[config.mk]
export PLATFORM = sky130hd
export DESIGN_NAME = cmaint_top
export DESIGN_NICKNAME = d
export VERILOG_FILES = /design/src/rtl/cmaint_pkg.sv /design/src/rtl/cmaint_ctrl.sv /design/src/rtl/cmaint_dp.sv /design/src/rtl/cmaint_top.sv
export SDC_FILE = /design/constraint.sdc
export NUM_CORES = 1
export LEC_CHECK = 0
export ABC_AREA = 1
export BUFFER_PORTS_ARGS = -buffer_cell sky130_fd_sc_hd__buf_2
export CAP_MARGIN = 15
export CORE_UTILIZATION = 40
export CTS_BUF_LIST = sky130_fd_sc_hd__clkbuf_8
export DETAILED_ROUTE_END_ITERATION = 16
export GPL_TIMING_DRIVEN = 0
export PLACE_DENSITY = 0.8
export SLEW_MARGIN = 5
export SYNTH_ARGS = -nofsm -noshare
export SYNTH_HDL_FRONTEND = slang
export SYNTH_SLANG_ARGS = --single-unit
[constraint.sdc]
create_clock -name clk -period 1.35 [get_ports clk]
set_input_delay 0.135 -clock clk [delete_from_list [all_inputs] [get_ports clk]]
set_output_delay 0.135 -clock clk [all_outputs]
set_load 0.01 [all_outputs]
[src/rtl/cmaint_pkg.sv]
package cmaint_pkg;
  localparam int CRM_W  = 4;
  localparam int OP2_W  = 3;
  localparam int IC_OPS = 3;   // bit0 inv all, bit1 inv line, bit2 prefetch line
  localparam int DC_OPS = 6;   // bit0 inv all, 1 inv line, 2 clean line, 3 clean+inv line, 4 clean idx, 5 clean+inv idx

  typedef struct packed {
    logic [IC_OPS-1:0] ic;
    logic [DC_OPS-1:0] dc;
    logic              drain;
    logic              wfi;
    logic              takesData;
    logic              bad;
  } decodeT;

  typedef struct packed {
    logic issue;     // accepted supported write: load command registers
    logic flagErr;   // accepted unsupported write or read
  } strobeT;

  function automatic decodeT decodeOp(input logic [CRM_W-1:0] crm,
                                      input logic [OP2_W-1:0] op2);
    decodeT d;
    d = '0;
    case ({crm, op2})
      {4'd7,  3'd0}: begin d.ic = 3'b001; d.dc = 6'b000001; end
      {4'd5,  3'd0}: d.ic = 3'b001;
      {4'd6,  3'd0}: d.dc = 6'b000001;
      {4'd5,  3'd1}: begin d.ic = 3'b010; d.takesData = 1'b1; end
      {4'd13, 3'd1}: begin d.ic = 3'b100; d.takesData = 1'b1; end
      {4'd6,  3'd1}: begin d.dc = 6'b000010; d.takesData = 1'b1; end
      {4'd10, 3'd1}: begin d.dc = 6'b000100; d.takesData = 1'b1; end
      {4'd14, 3'd1}: begin d.dc = 6'b001000; d.takesData = 1'b1; end
      {4'd10, 3'd2}: begin d.dc = 6'b010000; d.takesData = 1'b1; end
      {4'd14, 3'd2}: begin d.dc = 6'b100000; d.takesData = 1'b1; end
      {4'd10, 3'd4}: d.drain = 1'b1;
      {4'd0,  3'd4}: d.wfi = 1'b1;
      default:       d.bad = 1'b1;
    endcase
    return d;
  endfunction
endpackage

[src/rtl/cmaint_ctrl.sv]
module cmaint_ctrl
  import cmaint_pkg::*;
(
  input  logic   clk,
  input  logic   rst,
  input  logic   reqValid,
  input  logic   reqRead,
  input  logic   decIc,
  input  logic   decDc,
  input  logic   decDrain,
  input  logic   decWfi,
  input  logic   decBad,
  input  logic   icReady,
  input  logic   dcReady,
  input  logic   wbEmpty,
  input  logic   irqWake,
  output logic   icPend,
  output logic   dcPend,
  output logic   stall,
  output logic   lowPower,
  output strobeT strb
);
  logic icPendQ, dcPendQ, drainQ, wfiQ;
  logic busy, accept, isCmd;

  assign busy   = icPendQ | dcPendQ | drainQ | wfiQ;
  assign accept = reqValid && !busy;
  assign isCmd  = accept && !reqRead && !decBad;

  always_comb begin
    strb.issue   = isCmd;
    strb.flagErr = accept && (reqRead || decBad);
  end

  always_ff @(posedge clk) begin
    if (rst) begin
      icPendQ <= 1'b0;
      dcPendQ <= 1'b0;
      drainQ  <= 1'b0;
      wfiQ    <= 1'b0;
    end else if (isCmd) begin
      icPendQ <= decIc;
      dcPendQ <= decDc;
      drainQ  <= decDrain;
      wfiQ    <= decWfi;
    end else begin
      icPendQ <= icPendQ && !icReady;
      dcPendQ <= dcPendQ && !dcReady;
      drainQ  <= drainQ && !wbEmpty;
      wfiQ    <= wfiQ && !irqWake;
    end
  end

  assign icPend   = icPendQ;
  assign dcPend   = dcPendQ;
  assign stall    = busy;
  assign lowPower = wfiQ;
endmodule

[src/rtl/cmaint_dp.sv]
module cmaint_dp
  import cmaint_pkg::*;
#(
  parameter int DATA_W = 32
) (
  input  logic              clk,
  input  logic              rst,
  input  strobeT            strb,
  input  logic [IC_OPS-1:0] decIc,
  input  logic [DC_OPS-1:0] decDc,
  input  logic              decTakesData,
  input  logic [DATA_W-1:0] reqData,
  input  logic              icPend,
  input  logic              dcPend,
  output logic [IC_OPS-1:0] icCmd,
  output logic [DC_OPS-1:0] dcCmd,
  output logic [DATA_W-1:0] operand,
  output logic              badReq
);
  logic [IC_OPS-1:0] icCmdQ;
  logic [DC_OPS-1:0] dcCmdQ;
  logic [DATA_W-1:0] operandQ;
  logic              errQ;

  always_ff @(posedge clk) begin
    if (rst) begin
      icCmdQ   <= '0;
      dcCmdQ   <= '0;
      operandQ <= '0;
      errQ     <= 1'b0;
    end else begin
      errQ <= strb.flagErr;
      if (strb.issue) begin
        icCmdQ   <= decIc;
        dcCmdQ   <= decDc;
        operandQ <= decTakesData ? reqData : '0;
      end
    end
  end

  assign icCmd   = icPend ? icCmdQ : '0;
  assign dcCmd   = dcPend ? dcCmdQ : '0;
  assign operand = operandQ;
  assign badReq  = errQ;
endmodule

[src/rtl/cmaint_top.sv]
module cmaint_top
  import cmaint_pkg::*;
#(
  parameter int DATA_W = 32
) (
  input  logic              clk,
  input  logic              rst,
  input  logic              reqValid,
  input  logic              reqRead,
  input  logic [CRM_W-1:0]  reqCrm,
  input  logic [OP2_W-1:0]  reqOp2,
  input  logic [DATA_W-1:0] reqData,
  output logic [DATA_W-1:0] rdData,
  output logic              badReq,
  output logic              stall,
  output logic              lowPower,
  output logic              icValid,
  output logic [IC_OPS-1:0] icCmd,
  output logic [DATA_W-1:0] icAddr,
  input  logic              icReady,
  output logic              dcValid,
  output logic [DC_OPS-1:0] dcCmd,
  output logic [DATA_W-1:0] dcOperand,
  input  logic              dcReady,
  input  logic              wbEmpty,
  input  logic              irqWake
);
  decodeT            dec;
  strobeT            strb;
  logic              icPend, dcPend;
  logic [DATA_W-1:0] operand;

  assign dec = decodeOp(reqCrm, reqOp2);

  cmaint_ctrl u_ctrl (
    .clk      (clk),
    .rst      (rst),
    .reqValid (reqValid),
    .reqRead  (reqRead),
    .decIc    (|dec.ic),
    .decDc    (|dec.dc),
    .decDrain (dec.drain),
    .decWfi   (dec.wfi),
    .decBad   (dec.bad),
    .icReady  (icReady),
    .dcReady  (dcReady),
    .wbEmpty  (wbEmpty),
    .irqWake  (irqWake),
    .icPend   (icPend),
    .dcPend   (dcPend),
    .stall    (stall),
    .lowPower (lowPower),
    .strb     (strb)
  );

  cmaint_dp #(.DATA_W(DATA_W)) u_dp (
    .clk          (clk),
    .rst          (rst),
    .strb         (strb),
    .decIc        (dec.ic),
    .decDc        (dec.dc),
    .decTakesData (dec.takesData),
    .reqData      (reqData),
    .icPend       (icPend),
    .dcPend       (dcPend),
    .icCmd        (icCmd),
    .dcCmd        (dcCmd),
    .operand      (operand),
    .badReq       (badReq)
  );

  assign icValid   = icPend;
  assign dcValid   = dcPend;
  assign icAddr    = operand;
  assign dcOperand = operand;
  assign rdData    = '0;
endmodule

==> results by group <==
Synth
  • Main synth FF type: dfxtp_1
  • Xor and xnor area share after synthesis: 0%
  • Main combinational cell family by area after synthesis: buffers and inverters
  • Synth Instances: 350
  • Multiplexer area fraction after synthesis: 0%
  • Synthesized cell area: 2540 µm²
  • Synth Area in Compound Gates: 9.18%
  • Post-Synth Simple-Gate Area: 27.1%
  • Most frequent cell after synthesis: buf_4
  • Number of flops mapped to enable cells by yosys: 0
  • Netlist cell types: 19
  • Most area-consuming cells after synthesis: dfxtp_1 (36%), buf_4 (21%), nand2_1 (9.8%)
  • Seq cells post-synth: 46
  • Leading area contributor after synthesis: dfxtp_1
  • Register area share after synthesis: 36.3%
  • Adder-Cell Fraction of Synth Area: 0%
  • Yosys warnings: 0
  • Top post-synthesis cells by count: buf_4 (72), nand2_1 (66), dfxtp_1 (46), a21oi_1 (45), nand4_1 (34)
  • Asr flop ratio synth: 0%
  • Share of the synthesized area in the top cell type: 36.3%
  • Syn Area/Cell: 7.25 µm²

Routing
  • DRT Wirelength: 7110 µm
  • Via count: 2717
  • DRT antenna net count: 0
  • Via/cell ratio: 4.57
  • 1st-iter DRT viols: 44
  • Drt first pass iters: 4
  • # DRC: 0
  • DR WL/cell: 12.0 µm

Floorplanning
  • Core Area: 6030 µm²
  • Die Y: 81.6 µm
  • Row count: 28
  • Die X: 81.6 µm
  • Die area: 6660 µm²
  • Initial Util: 42.1%
  • Num ports: 157

Run status
  • Run status: complete, but fails checks
  • Failing checks: negative setup slack

Job
  • Max cap viols: 0

Min path
  • Type of the most critical hold path: in2reg

Global route
  • First-pass GRT wire length: 10600 µm
  • Vias in the first global route: 2334
  • Largest net degree at the start of global routing: 15
  • Antenna violations before repair: 0
  • Total gr overflow: 0
  • GRT Overall Usage: 20.7%

Placed design
  • Input/output buffers: 123
  • GP Congestion: 0.892
  • Placed cells: 579
  • Dpl hpwl: 5130 µm

STA
  • Unrepaired setup endpoints after global routing: true
  • Fin crit share: 107%
  • Slew margin rel.: 59.9%
  • Final worst slack: -0.0909 ns
  • Skew final: 0.00740 ns
  • Final Hold Fails: 0
  • Slew of the pin with the lowest slew margin: 0.602 ns
  • Count of pins over their slew limit: 0
  • Peak Freq: 694 MHz
  • Crit path time final: 1.44 ns
  • Setup-failing EPs final: 42

Layout
  • Antenna Cells: 0
  • Final core utilization: 62.2%
  • Final cell count without fillers: 594
  • Layout net count: 565
  • Layout cells sized above 1: 52.4%
  • Synth-to-Final Area Change: 47.8%
  • Fillers: 548

Clock network
  • Reg clk slew, reported paths: 0.09 ns
  • H-tree Lvls: 2
  • Hold_buf cts: 0
  • TritonCTS clock tree: yes
  • TritonCTS buffer count: 5
  • CTS Buffer Depth: 2
  • CTS Root Buffer Type: clkbuf_8
  • Worst-Skew Late Latency: 0.30 ns
  • Clk sinks: 46

Power
  • Worst vdd ir: 0.366 mV
  • Leak Pwr: 2.02 nW
  • Total power draw: 2.65 mW
  • Cell Pwr Density: 707 nW/µm²

Critical path
  • CP arrival: 1.60 ns
  • WS Path Type: reg2reg
  • Critical path endpoint category: register
  • Critical Path RT: 1.51 ns
  • Setup crit start kind: register
  • Max Fanout on Critical Path: 8
sequential cells by signal, indices dropped and copies added (netlist names):
register and flops:
u_dp.icCmdQ 3, u_ctrl.icPend 1, u_dp.badReq 1, u_ctrl.dcPend 1, u_dp.dcCmdQ 6, u_dp.operand 32
u_ctrl.lowPower 1, u_ctrl.drainQ 1
final timing paths:
check / startpoint / slack (ns) / cells after the start / endpoint
max reg2reg: u_ctrl.icPend / -0.09 / 7 / u_dp.icCmdQ[0]
min reg2reg: u_dp.dcCmdQ[0] / 0.47 / 2 / u_dp.dcCmdQ[0]
max: u_ctrl.icPend / -0.09 / 7 / u_dp.icCmdQ[0]
min: icReady / 0.08 / 4 / u_ctrl.icPend
metrics by stage:
stage / hold slack, ns / area (µm²) / setup TNS (ns) / worst slack, ns
floorplan: 0.291 / 2690 / -0.644 / -0.0164
global placement: 0.393 / 3400 / -8.22 / -0.196
detailed placement: 0.398 / 3400 / -9.84 / -0.237
CTS: 0.0676 / 3650 / -2.73 / -0.0782
global route: 0.0802 / 3750 / -6.44 / -0.184
finish: 0.0765 / 3750 / -2.96 / -0.0909
cell type report:
type | count | area [µm²] | area share [%]
multi-input cells | 224 | 1220 | 32.6
repair buffers | 131 | 687 | 18.3
clock inverters | 2 | 12.5 | 0.334
clock buffers | 6 | 82.6 | 2.20
inverters | 26 | 97.6 | 2.60
plain buffers | 84 | 623 | 16.6
well taps | 75 | 93.8 | 2.50
flip-flops and latches | 46 | 928 | 24.8
worst max-delay path: stages, from the launching register on:
cell	delay, ns
dfxtp_4	0.36
nor2_4	0.10
nand4_1	0.21
nor2_4	0.21
nand2_4	0.14
buf_6	0.17
nand2_2	0.07
a21oi_2	0.05
routing by layer:
metal / routed length (µm) / up-vias / global-route usage (%)
li1: - / 1388 / -
met3: 490 / 6 / 4.22
met5: 0 / - / 0
met4: 47 / 0 / 6.14
met2: 3580 / 104 / 37.3
met1: 2990 / 1219 / 24.6
power by group:
group / internal (mW) / switching [mW]
clock: 0.412 / 0.469
combinational: 0.176 / 0.229
sequential: 1.36 / 0.00646
cells by family after synthesis:
family | Yosys count
and+or+nand+nor | 146
AOI/OAI and AO/OA | 46
buffers and inverters | 111
DFF | 46
other | 1
cells in the final DEF (no fill, tap or decap), drive strengths merged, types with 2 or more instances in the layout:
cell type / synthesis / routed
inv: 26 / 26
conb: 1 / 32
nand2: 69 / 69
nor3: 3 / 3
buf: 77 / 208
nor2: 18 / 18
nand4: 34 / 34
nand3: 18 / 18
clkbuf: 8 / 13
a21oi: 45 / 45
or2: 2 / 2
dfxtp: 46 / 46
nand3b: 2 / 2
repair_timing:
action	in CTS	in global routing
cloned	3	0
endpoints found under the setup margin	46	45
pin swaps	5	4
setup buffers	4	1
resized for setup	46	24
(Power assumes the default switching activity.)
